<file path="src/rtl/mant_round_pkg.sv">
package mant_round_pkg;

   typedef enum logic [1:0] {
      RND_NEAREST = 2'd0,
      RND_TO_ZERO = 2'd1,
      RND_TO_POS  = 2'd2,
      RND_TO_NEG  = 2'd3
   } rnd_dir_e;

   // Number of chunks needed to cover a vector of w bits
   function automatic int chunk_count(input int w, input int cw);
      return (w + cw - 1) / cw;
   endfunction

endpackage

</file>
<file path="src/rtl/mant_round_decide.sv">
module mant_round_decide
   import mant_round_pkg::*;
(
   input  logic     guard_bit,
   input  logic     round_bit,
   input  logic     sticky_bit,
   input  logic     lsb_bit,
   input  logic     sign_bit,
   input  rnd_dir_e dir,
   output logic     lost,
   output logic     bump
);

   always_comb begin
      lost = guard_bit | round_bit | sticky_bit;
      bump = 1'b0;
      unique case (dir)
         RND_NEAREST: bump = guard_bit & (round_bit | sticky_bit | lsb_bit);
         RND_TO_ZERO: bump = 1'b0;
         RND_TO_POS:  bump = lost & ~sign_bit;
         RND_TO_NEG:  bump = lost & sign_bit;
         default:     bump = 1'b0;
      endcase
   end

endmodule

</file>
<file path="src/rtl/mant_round_incr.sv">
module mant_round_incr
   import mant_round_pkg::*;
#(
   parameter int W       = 32,
   parameter int CHUNK_W = 8
) (
   input  logic [W-1:0] val_in,
   input  logic         inc,
   output logic [W-1:0] val_out
);

   localparam int NCH   = chunk_count(W, CHUNK_W);
   localparam int PAD_W = NCH * CHUNK_W;

   logic [PAD_W-1:0] padded;
   logic [PAD_W-1:0] summed;
   logic [NCH-1:0]   carry;

   assign padded   = PAD_W'(val_in);
   assign carry[0] = inc;

   // Each chunk adds its incoming carry; a chunk passes the carry on only when it is all ones
   for (genvar k = 0; k < NCH; k++) begin : g_chunk
      assign summed[k*CHUNK_W +: CHUNK_W] =
         padded[k*CHUNK_W +: CHUNK_W] + CHUNK_W'(carry[k]);
      if (k < NCH - 1) begin : g_prop
         assign carry[k+1] = carry[k] & (&padded[k*CHUNK_W +: CHUNK_W]);
      end
   end

   assign val_out = summed[W-1:0];

endmodule

</file>
<file path="src/rtl/mant_round_stage.sv">
module mant_round_stage #(
   parameter int W          = 34,
   parameter bit REGISTERED = 1'b1
) (
   input  logic         clk,
   input  logic         rst_n,
   input  logic [W-1:0] d,
   output logic [W-1:0] q
);

   if (REGISTERED) begin : g_reg
      always_ff @(posedge clk or negedge rst_n) begin
         if (!rst_n) q <= '0;
         else        q <= d;
      end
   end else begin : g_comb
      assign q = d;
   end

endmodule

</file>
<file path="src/rtl/mant_round_unit.sv">
module mant_round_unit
   import mant_round_pkg::*;
#(
   parameter int IN_W       = 34,
   parameter int CHUNK_W    = 8,
   parameter bit REGISTERED = 1'b1
) (
   input  logic              clk,
   input  logic              rst_n,
   input  logic [IN_W-1:0]   mant_in,
   input  logic              sign_in,
   input  logic              sticky_in,
   input  logic [1:0]        mode_in,
   output logic [IN_W-3:0]   mant_out,
   output logic              inexact,
   output logic              rnd_up
);

   localparam int OUT_W = IN_W - 2;
   localparam int BUS_W = OUT_W + 2;

   if (IN_W < 4) begin : g_bad_width
      $error("mant_round_unit: IN_W must be at least 4");
   end
   if (CHUNK_W < 1 || CHUNK_W > OUT_W) begin : g_bad_chunk
      $error("mant_round_unit: CHUNK_W must lie in 1..IN_W-2");
   end

   logic [OUT_W-1:0] trunc;
   logic [OUT_W-1:0] bumped;
   logic             lost;
   logic             bump;
   logic [BUS_W-1:0] res_d;
   logic [BUS_W-1:0] res_q;

   assign trunc = mant_in[IN_W-1:2];

   mant_round_decide u_decide (
      .guard_bit  (mant_in[1]),
      .round_bit  (mant_in[0]),
      .sticky_bit (sticky_in),
      .lsb_bit    (mant_in[2]),
      .sign_bit   (sign_in),
      .dir        (rnd_dir_e'(mode_in)),
      .lost       (lost),
      .bump       (bump)
   );

   mant_round_incr #(.W(OUT_W), .CHUNK_W(CHUNK_W)) u_incr (
      .val_in  (trunc),
      .inc     (bump),
      .val_out (bumped)
   );

   assign res_d = {bumped, lost, bump};

   mant_round_stage #(.W(BUS_W), .REGISTERED(REGISTERED)) u_stage (
      .clk   (clk),
      .rst_n (rst_n),
      .d     (res_d),
      .q     (res_q)
   );

   assign mant_out = res_q[BUS_W-1:2];
   assign inexact  = res_q[1];
   assign rnd_up   = res_q[0];

endmodule

</file>
<file path="config.mk">
export PLATFORM = sky130hd
export DESIGN_NAME = mant_round_unit
export DESIGN_NICKNAME = d
export VERILOG_FILES = /design/src/rtl/mant_round_pkg.sv /design/src/rtl/mant_round_decide.sv /design/src/rtl/mant_round_incr.sv /design/src/rtl/mant_round_stage.sv /design/src/rtl/mant_round_unit.sv
export SDC_FILE = /design/constraint.sdc
export NUM_CORES = 1
export LEC_CHECK = 0
export BUFFER_PORTS_ARGS = -buffer_cell sky130_fd_sc_hd__buf_2
export CAP_MARGIN = 10
export CORE_ASPECT_RATIO = 1.25
export CORE_MARGIN = 2
export CORE_UTILIZATION = 30
export DETAILED_ROUTE_END_ITERATION = 10
export HOLD_SLACK_MARGIN = 0.12
export PLACE_DENSITY = 0.57
export SKIP_CTS_REPAIR_TIMING = 1
export SYNTH_ARGS = -nofsm -noshare
export SYNTH_HDL_FRONTEND = slang
export SYNTH_SLANG_ARGS = --single-unit
</file>
<file path="constraint.sdc">
create_clock -name clk -period 1.1 [get_ports clk]
set_input_delay 0.165 -clock clk [delete_from_list [all_inputs] [get_ports clk]]
set_output_delay 0.165 -clock clk [all_outputs]
set_load 0.005 [all_outputs]
</file>
==> flow_metrics.tcl, run 1 <==
set metrics [dict create \
    clock_path_buffers 2 \
    p_leak_nw 1.16 \
    grtUsageTotal_pct 13.1 \
    place_ws_ns -0.797 \
    violations "negative setup slack" \
    cp_max_fo 3 \
    wirelength_um 3530 \
    ant_nets 0 \
    start_kind "input port" \
    setup.worst_path.end_class "register" \
    core_um2 4660 \
    cp.required_ns 1.27 \
    critical_path_class "input port to register" \
    clock-sinks 34 \
    pin_count 74 \
    finalSetupViolations 31 \
    tightest_slew_ns 0.347 \
    areaGrowthSynthToFinish_pct 73.1 \
    synth.avg_cell_area_um2 12.9 \
    post_dp_cell_area_um2 2160 \
    p_switching_mw 0.659 \
    place_inst 274 \
    grt_pass1_wl_um 5180 \
    synth_nets 159 \
    register_area_um2 851 \
    place_congestion 0.707 \
    fin_nets 276 \
    ir_worst_vdd_uv 446 \
    finish.instance_area_um2 2470 \
    ys_ff_latch 34 \
    drv_slew 0 \
    cts_tree "done" \
    viasPerCell 4.42 \
    holdCritStartpoint "mant_in[30]" \
    dieArea_um2 5330 \
    grt_max_degree 22 \
    post-route-period-util_pct 139 \
    p_int_mw 2.26 \
    fin_cells 289 \
    cts-htree-levels 2 \
    grt_pass1_vias 1200 \
    start_util_pct 30.6 \
    synth.distinct_cells 19 \
    synth_warnings 0 \
    yosysSeqAreaShare_pct 59.6 \
    port_buffers 73 \
    grt_overflow 0 \
    rsz0062_at_grt "true" \
    hold_slack_ns 0.129 \
    outcome "complete, but fails checks" \
    fillerInstances 409 \
    min_to "u_stage.q[30]" \
    switching_share_pct 22.5 \
    hold_viol_final 0 \
    multi_input_area_um2 716 \
    syn_area_um2 1430 \
    drcViolationCount 0 \
    wire_per_inst_um 12.2 \
    hold_path.class "input port to register" \
    synthCells 111 \
    fmax_mhz 656 \
    drtPass1Iterations 4 \
    seqPwrFrac_pct 45.8 \
    worst_slack_ns -0.424 \
    clk_pin_slew_ns 0.06 \
    clock_power_share_pct 38.1 \
    n_antenna_cell 0 \
    die_h_um 81.1 \
    finalCriticalPeriod_ns 1.52 \
    reg.largest.list "u_stage.q (34)" \
    p_per_area_nw_per_um2 1180 \
    relSlewSlack_pct 76.9 \
    via_count 1277 \
    power_mw 2.92 \
    cts_buffers 5 \
    combinationalPowerShare_pct 16.1 \
    num_rows 28 \
    maxCapViolCount 0 \
    arrival_ns 1.69 \
    antenna_found_initial 0 \
    place_hpwl_um 2690 \
    drtIter0Drc 25 \
    largest_reg_flops 34 \
    regMostFlops "u_stage.q" \
    worstHoldPathCells 2 \
    drive_gt1_share_pct 59.4 \
    startpoint "mant_in[15]" \
    fp.dieW_um 65.7 \
    clockRootBuffer "clkbuf_8" \
]
-- power groups by stage --
stage          clock network (mW)  logic, mW  registers, mW
2_1_floorplan                   0     0.0863           1.38
3_3_place_gp                    0      0.406           1.37
3_5_place_dp                    0      0.412           1.36
4_1_cts                      1.14      0.413           1.34
5_1_grt                      1.20      0.520           1.34
6_report                     1.11      0.470           1.34
-- logic make-up after synthesis --
kind of cell / Yosys count / share of synthesized area (%)
AO/OA/AOI/OAI: 1 / 0.614
XOR/XNOR: 25 / 15.3
buffers and inverters: 1 / 0.263
AND/OR/NAND/NOR: 42 / 17.2
adder cells (fa/ha/maj): 8 / 7.01
flip-flops: 34 / 59.6
-- metal layers --
| layer | GRT usage [%] | wire [um] | up-vias |
|---|---|---|---|
| li1 | - | - | 623 |
| met1 | 13.8 | 1220 | 586 |
| met2 | 22.8 | 1910 | 59 |
| met3 | 4.16 | 306 | 9 |
| met4 | 7.50 | 100 | 0 |
| met5 | 0 | 0 | - |
-- Yosys cell counts (all sizes together) --
cell type,number,area [um^2]
nor2,1,3.75
nor4,1,12.5
xnor2,19,166
and2,2,12.5
or4,1,11.3
inv,1,3.75
and3,3,18.8
a32oi,1,8.76
nand4,7,43.8
xor2,6,52.6
or3,2,12.5
nor3,3,15.0
dfrtp,34,851
ha,8,100
nor3b,1,7.51
nand2,8,30.0
and4,2,17.5
nand3,11,60.1
-- worst max path at each step --
stage | cells past startpoint | endpoint
6_report | 8 | u_stage.q[33]
5_1_grt | 8 | u_stage.q[33]
4_1_cts | 9 | u_stage.q[32]
3_5_place_dp | 9 | u_stage.q[32]
3_3_place_gp | 9 | u_stage.q[32]
2_1_floorplan | 8 | u_stage.q[32]
-- worst max-delay path: stages --
cell,delay (ns)
buf_8,0.08
nand3_4,0.07
or4_4,0.54
nor4_4,0.14
ha_2,0.25
and4_4,0.22
nand4_1,0.09
xnor2_1,0.14
-- metrics by stage --
step	utilization, %	setup TNS, ns
6_report	53.0	-7.93
2_1_floorplan	-	-11.58
5_1_grt	53.0	-9.93
3_5_place_dp	46.3	-19.35
4_1_cts	48.6	-9.65
3_3_place_gp	46.3	-19.23
-- area by class of cell --
type                       instances  area share, %
clock buffer                       7           3.09
clock inverter                     1           1.22
inverter                           1          0.152
multi-input combinational         76           29.0
sequential                        34           34.4
tap                               60           3.04
timing repair buffer             110           29.1
-- cell usage in the layout (no fill, tap or decap), drive strengths merged, types with 2 or more instances in the layout --
| cell | n |
|---|---|
| buf | 105 |
| dfrtp | 34 |
| xnor2 | 19 |
| nand3 | 11 |
| ha | 8 |
| nand2 | 8 |
| nand4 | 7 |
| clkbuf | 7 |
| xor2 | 6 |
| dlygate4sd3 | 5 |
| and3 | 3 |
| nor3 | 3 |
| or3 | 2 |
| and2 | 2 |
| and4 | 2 |
Note: power is estimated with default switching activity, not from simulation.
==> run 2, diff against run 1 <==
Settings changed: REMOVE_ABC_BUFFERS set to 1, SKIP_CTS_REPAIR_TIMING 1 to unset.
==> flow_metrics.tcl, run 2 (synthesis gave the netlist of run 1 again) <==
set metrics [dict create \
    grtUsageTotal_pct 14.1 \
    clock-sinks 34 \
    cp.required_ns 1.27 \
    slowest_delay_ns 0.32 \
    finalSetupViolations 32 \
    layout_common_cells "buf_2, dfrtp_1, buf_4" \
    rsz0062_at_grt "true" \
    grt_pass1_wl_um 5510 \
    cpMaxStageDelayCell "or3_4" \
    grt_pass1_vias 1282 \
    fillerInstances 417 \
    maxCapViolCount 0 \
    critical_path_class "input port to register" \
    cts_buffers 5 \
    clockRootBuffer "clkbuf_8" \
    relSlewSlack_pct 78.0 \
    worstHoldPathCells 2 \
    pin_count 74 \
    num_rows 28 \
    power_mw 2.95 \
    drv_slew 0 \
    drcViolationCount 0 \
    cp.buffers_inverters 3 \
    antenna_found_initial 0 \
    die_h_um 81.1 \
    core_um2 4660 \
    n_antenna_cell 0 \
    finish.instance_area_um2 2570 \
    grt_max_degree 22 \
    areaGrowthSynthToFinish_pct 79.8 \
    clock_path_buffers 2 \
    dieArea_um2 5330 \
    ant_nets 0 \
    clk_pin_slew_ns 0.06 \
    post-route-period-util_pct 141 \
    cp_cell_sequence "buf_6 -> buf_6 -> or3_4 -> a32oi_2 -> buf_6 -> nor4_4 -> ha_2 -> ha_4 -> nand3_4 -> nor2_2 -> xor2_1" \
    hold_viol_final 0 \
    wire_per_inst_um 12.2 \
    fmax_mhz 645 \
    ir_worst_vdd_uv 672 \
    wirelength_um 3600 \
    grt_overflow 0 \
    p_leak_nw 1.19 \
    drive_gt1_share_pct 60.7 \
    reg.largest.list "u_stage.q (34)" \
    fp.dieW_um 65.7 \
    largest_reg_flops 34 \
    setup.worst_path.end_class "register" \
    drtPass1Iterations 4 \
    hold_path.class "input port to register" \
    outcome "complete, but fails checks" \
    post_dp_cell_area_um2 2110 \
    mostFrequentLayoutCell "buf_2" \
    place_hpwl_um 2630 \
    fin_nets 281 \
    worst_slack_ns -0.451 \
    finalCriticalPeriod_ns 1.55 \
    arrival_ns 1.72 \
    place_congestion 0.745 \
    min_to "u_stage.q[29]" \
    regMostFlops "u_stage.q" \
    tightest_slew_ns 0.330 \
    cp_max_fo 4 \
    holdCritStartpoint "mant_in[29]" \
    cts_tree "done" \
    start_kind "input port" \
    viasPerCell 4.43 \
    port_buffers 73 \
    via_count 1302 \
    p_per_area_nw_per_um2 1150 \
    cts-htree-levels 2 \
    critical-path-top-delay-family "simple AND/OR/NAND/NOR gates" \
    violations "negative setup slack" \
    cpMostUsedCell "buf_6" \
    start_util_pct 30.6 \
    drtIter0Drc 59 \
]
run 2: cell count changes in the layout (fill, tap and decap cells not counted), sizes merged:
cell / previous run / this run
buf: 105 / 108
dlygate4sd3: 5 / 7
run 2: area by class of cell:
cell class / instances / area [um^2] / share of cell area, %
clock inverters: 1 / 30.0 / 1.17
well taps: 60 / 75.1 / 2.93
repair buffers: 115 / 791 / 30.8
clock buffers: 7 / 76.3 / 2.97
flip-flops and latches: 34 / 851 / 33.2
multi-input cells: 76 / 737 / 28.7
inverters: 1 / 6.26 / 0.244
run 2: worst max path at each step:
stage	start	end	slack [ns]	cells past startpoint
6_report	mant_in[2]	u_stage.q[32]	-0.45	11
5_1_grt	mant_in[12]	u_stage.q[32]	-0.50	9
4_1_cts	mant_in[16]	u_stage.q[33]	-0.56	8
3_5_place_dp	mant_in[9]	u_stage.q[32]	-0.93	9
3_3_place_gp	mant_in[9]	u_stage.q[32]	-0.92	9
2_1_floorplan	mant_in[0]	u_stage.q[32]	-0.70	8
run 2: per-stage QoR:
step | utilization [%] | std cells | setup TNS, ns | hold WS, ns | setup slack [ns]
global route | 55.1 | 294 | -10.99 | 0.133 | -0.501
detailed placement | 45.2 | 274 | -20.81 | 0.0814 | -0.928
CTS | 53.7 | 291 | -9.66 | 0.0553 | -0.558
floorplan | - | 111 | -15.23 | -0.131 | -0.696
global placement | 45.2 | 274 | -20.80 | 0.0816 | -0.924
finish | 55.1 | 294 | -9.44 | 0.134 | -0.451
run 2: power breakdown:
group          switching, mW  internal, mW  leakage, nW  total, mW
logic                  0.213         0.290        0.739      0.503
clock network          0.429         0.678       0.0524       1.11
registers             0.0183          1.32        0.395       1.34
run 2: repair_timing:
item,in CTS,in global routing
gates resized for setup,42,9
pin swaps,27,16
setup buffers,3,2
setup endpoints to repair,32,32
cloned,0,0
endpoints found under the hold margin,42,1
hold buffers,6,1
run 2: routing by layer:
metal  global-route usage (%)  wire, um  vias up
li1                         -         -      632
met2                     25.8      1910       56
met5                        0         0        -
met4                     8.96       123        0
met3                     2.91       263       11
met1                     14.5      1300      603
==> run 3, diff against run 2 <==
Settings changed: TNS_END_PERCENT set to 50.
==> flow_metrics.tcl, run 3 (synthesis gave the netlist of run 1 again) <==
set metrics [dict create \
    port_buffers 73 \
    die_h_um 81.1 \
    viasPerCell 4.43 \
    antenna_found_initial 0 \
    rsz0062_at_grt "true" \
    finalSetupViolations 32 \
    post-route-period-util_pct 141 \
    ir_worst_vdd_uv 672 \
    holdCritStartpoint "mant_in[29]" \
    regMostFlops "u_stage.q" \
    via_count 1302 \
    post_dp_cell_area_um2 2110 \
    cp_max_fo 4 \
    grt_overflow 0 \
    grt_pass1_vias 1278 \
    grt_pass1_wl_um 5460 \
    n_antenna_cell 0 \
    p_leak_nw 1.19 \
    cts_buffers 5 \
    drv_slew 0 \
    start_util_pct 30.6 \
    areaGrowthSynthToFinish_pct 79.8 \
    cts-htree-levels 2 \
    hold_path.class "input port to register" \
    maxCapViolCount 0 \
    start_kind "input port" \
    mostFrequentLayoutCell "buf_2" \
    worst_slack_ns -0.451 \
    drtPass1Iterations 4 \
    finalCriticalPeriod_ns 1.55 \
    ant_nets 0 \
    finish.instance_area_um2 2570 \
    wirelength_um 3600 \
    worstHoldPathCells 2 \
    core_um2 4660 \
    arrival_ns 1.72 \
    place_hpwl_um 2630 \
    clock_path_buffers 2 \
    drtIter0Drc 59 \
    setup.worst_path.end_class "register" \
    wire_per_inst_um 12.2 \
    pin_count 74 \
    violations "negative setup slack" \
    layout_common_cells "buf_2, dfrtp_1, buf_4" \
    largest_reg_flops 34 \
    fillerInstances 417 \
    clk_pin_slew_ns 0.06 \
    place_congestion 0.745 \
    cts_tree "done" \
    fp.dieW_um 65.7 \
    fmax_mhz 645 \
    tightest_slew_ns 0.330 \
    utilization_pct 55.1 \
    tns_ns -9.46 \
    hold_viol_final 0 \
    drive_gt1_share_pct 60.7 \
    dieArea_um2 5330 \
    relSlewSlack_pct 78.0 \
    clockRootBuffer "clkbuf_8" \
    fin_nets 281 \
    p_per_area_nw_per_um2 1150 \
    drcViolationCount 0 \
    min_to "u_stage.q[29]" \
    cp.required_ns 1.27 \
    grt_max_degree 22 \
    reg.largest.list "u_stage.q (34)" \
    critical_path_class "input port to register" \
    outcome "complete, but fails checks" \
    clock-sinks 34 \
    grtUsageTotal_pct 14.0 \
    num_rows 28 \
]
==> run 3: cell counts in the layout (fill, tap and decap cells not counted) <==
No cell type changed its count.
==> run 3: per-layer routing <==
layer | vias up | GRT usage [%] | part of all wire (%) | wire, um
li1 | 632 | - | - | -
met1 | 603 | 14.1 | 36 | 1310
met2 | 56 | 25.8 | 53 | 1910
met3 | 11 | 2.91 | 7.3 | 263
met4 | 0 | 8.96 | 3.4 | 123
met5 | - | 0 | 0 | 0
==> run 3: layout make-up <==
type / instances / area [um^2] / share of cell area, %
flip-flops and latches: 34 / 851 / 33.2
repair buffers: 115 / 791 / 30.8
multi-input cells: 76 / 737 / 28.7
clock buffers: 7 / 76.3 / 2.97
well taps: 60 / 75.1 / 2.93
clock inverters: 1 / 30.0 / 1.17
inverters: 1 / 6.26 / 0.244
==> run 3: critical path, stage by stage <==
cell and delay (ns):
buf_6 0.10, buf_6 0.10, or3_4 0.32, a32oi_2 0.18
buf_6 0.15, nor4_4 0.04, ha_2 0.20, ha_4 0.18
nand3_4 0.09, nor2_2 0.04, xor2_1 0.14
==> run 3: timing repair <==
item                       4_1_cts  5_1_grt
setup endpoints to repair       32       32
hold endpoints to repair        42        1
setup buffers                    3        2
hold buffers                     6        1
pin swaps                       24       14
gates resized for setup         42        9
==> run 3: where the power goes <==
group          total [mW]  internal (mW)  switching, mW
sequential           1.34           1.32         0.0184
clock                1.11          0.678          0.429
combinational       0.503          0.291          0.213
==> run 3: stage by stage <==
stage	power [mW]	hold slack, ns	std cells	setup slack (ns)
final	2.95	0.134	294	-0.451
after global routing	3.11	0.133	294	-0.501
after CTS	2.97	0.0553	291	-0.558
after detailed placement	1.76	0.0814	274	-0.928
after global placement	1.76	0.0816	274	-0.924
after floorplan	1.46	-0.131	111	-0.696
==> run 3: how the worst max path moves through the flow <==
stage	startpoint	endpoint	slack, ns	cells past startpoint
detailed placement	mant_in[9]	u_stage.q[32]	-0.93	9
global route	mant_in[12]	u_stage.q[32]	-0.50	9
floorplan	mant_in[0]	u_stage.q[32]	-0.70	8
finish	mant_in[2]	u_stage.q[32]	-0.45	11
CTS	mant_in[16]	u_stage.q[33]	-0.56	8
global placement	mant_in[9]	u_stage.q[32]	-0.92	9
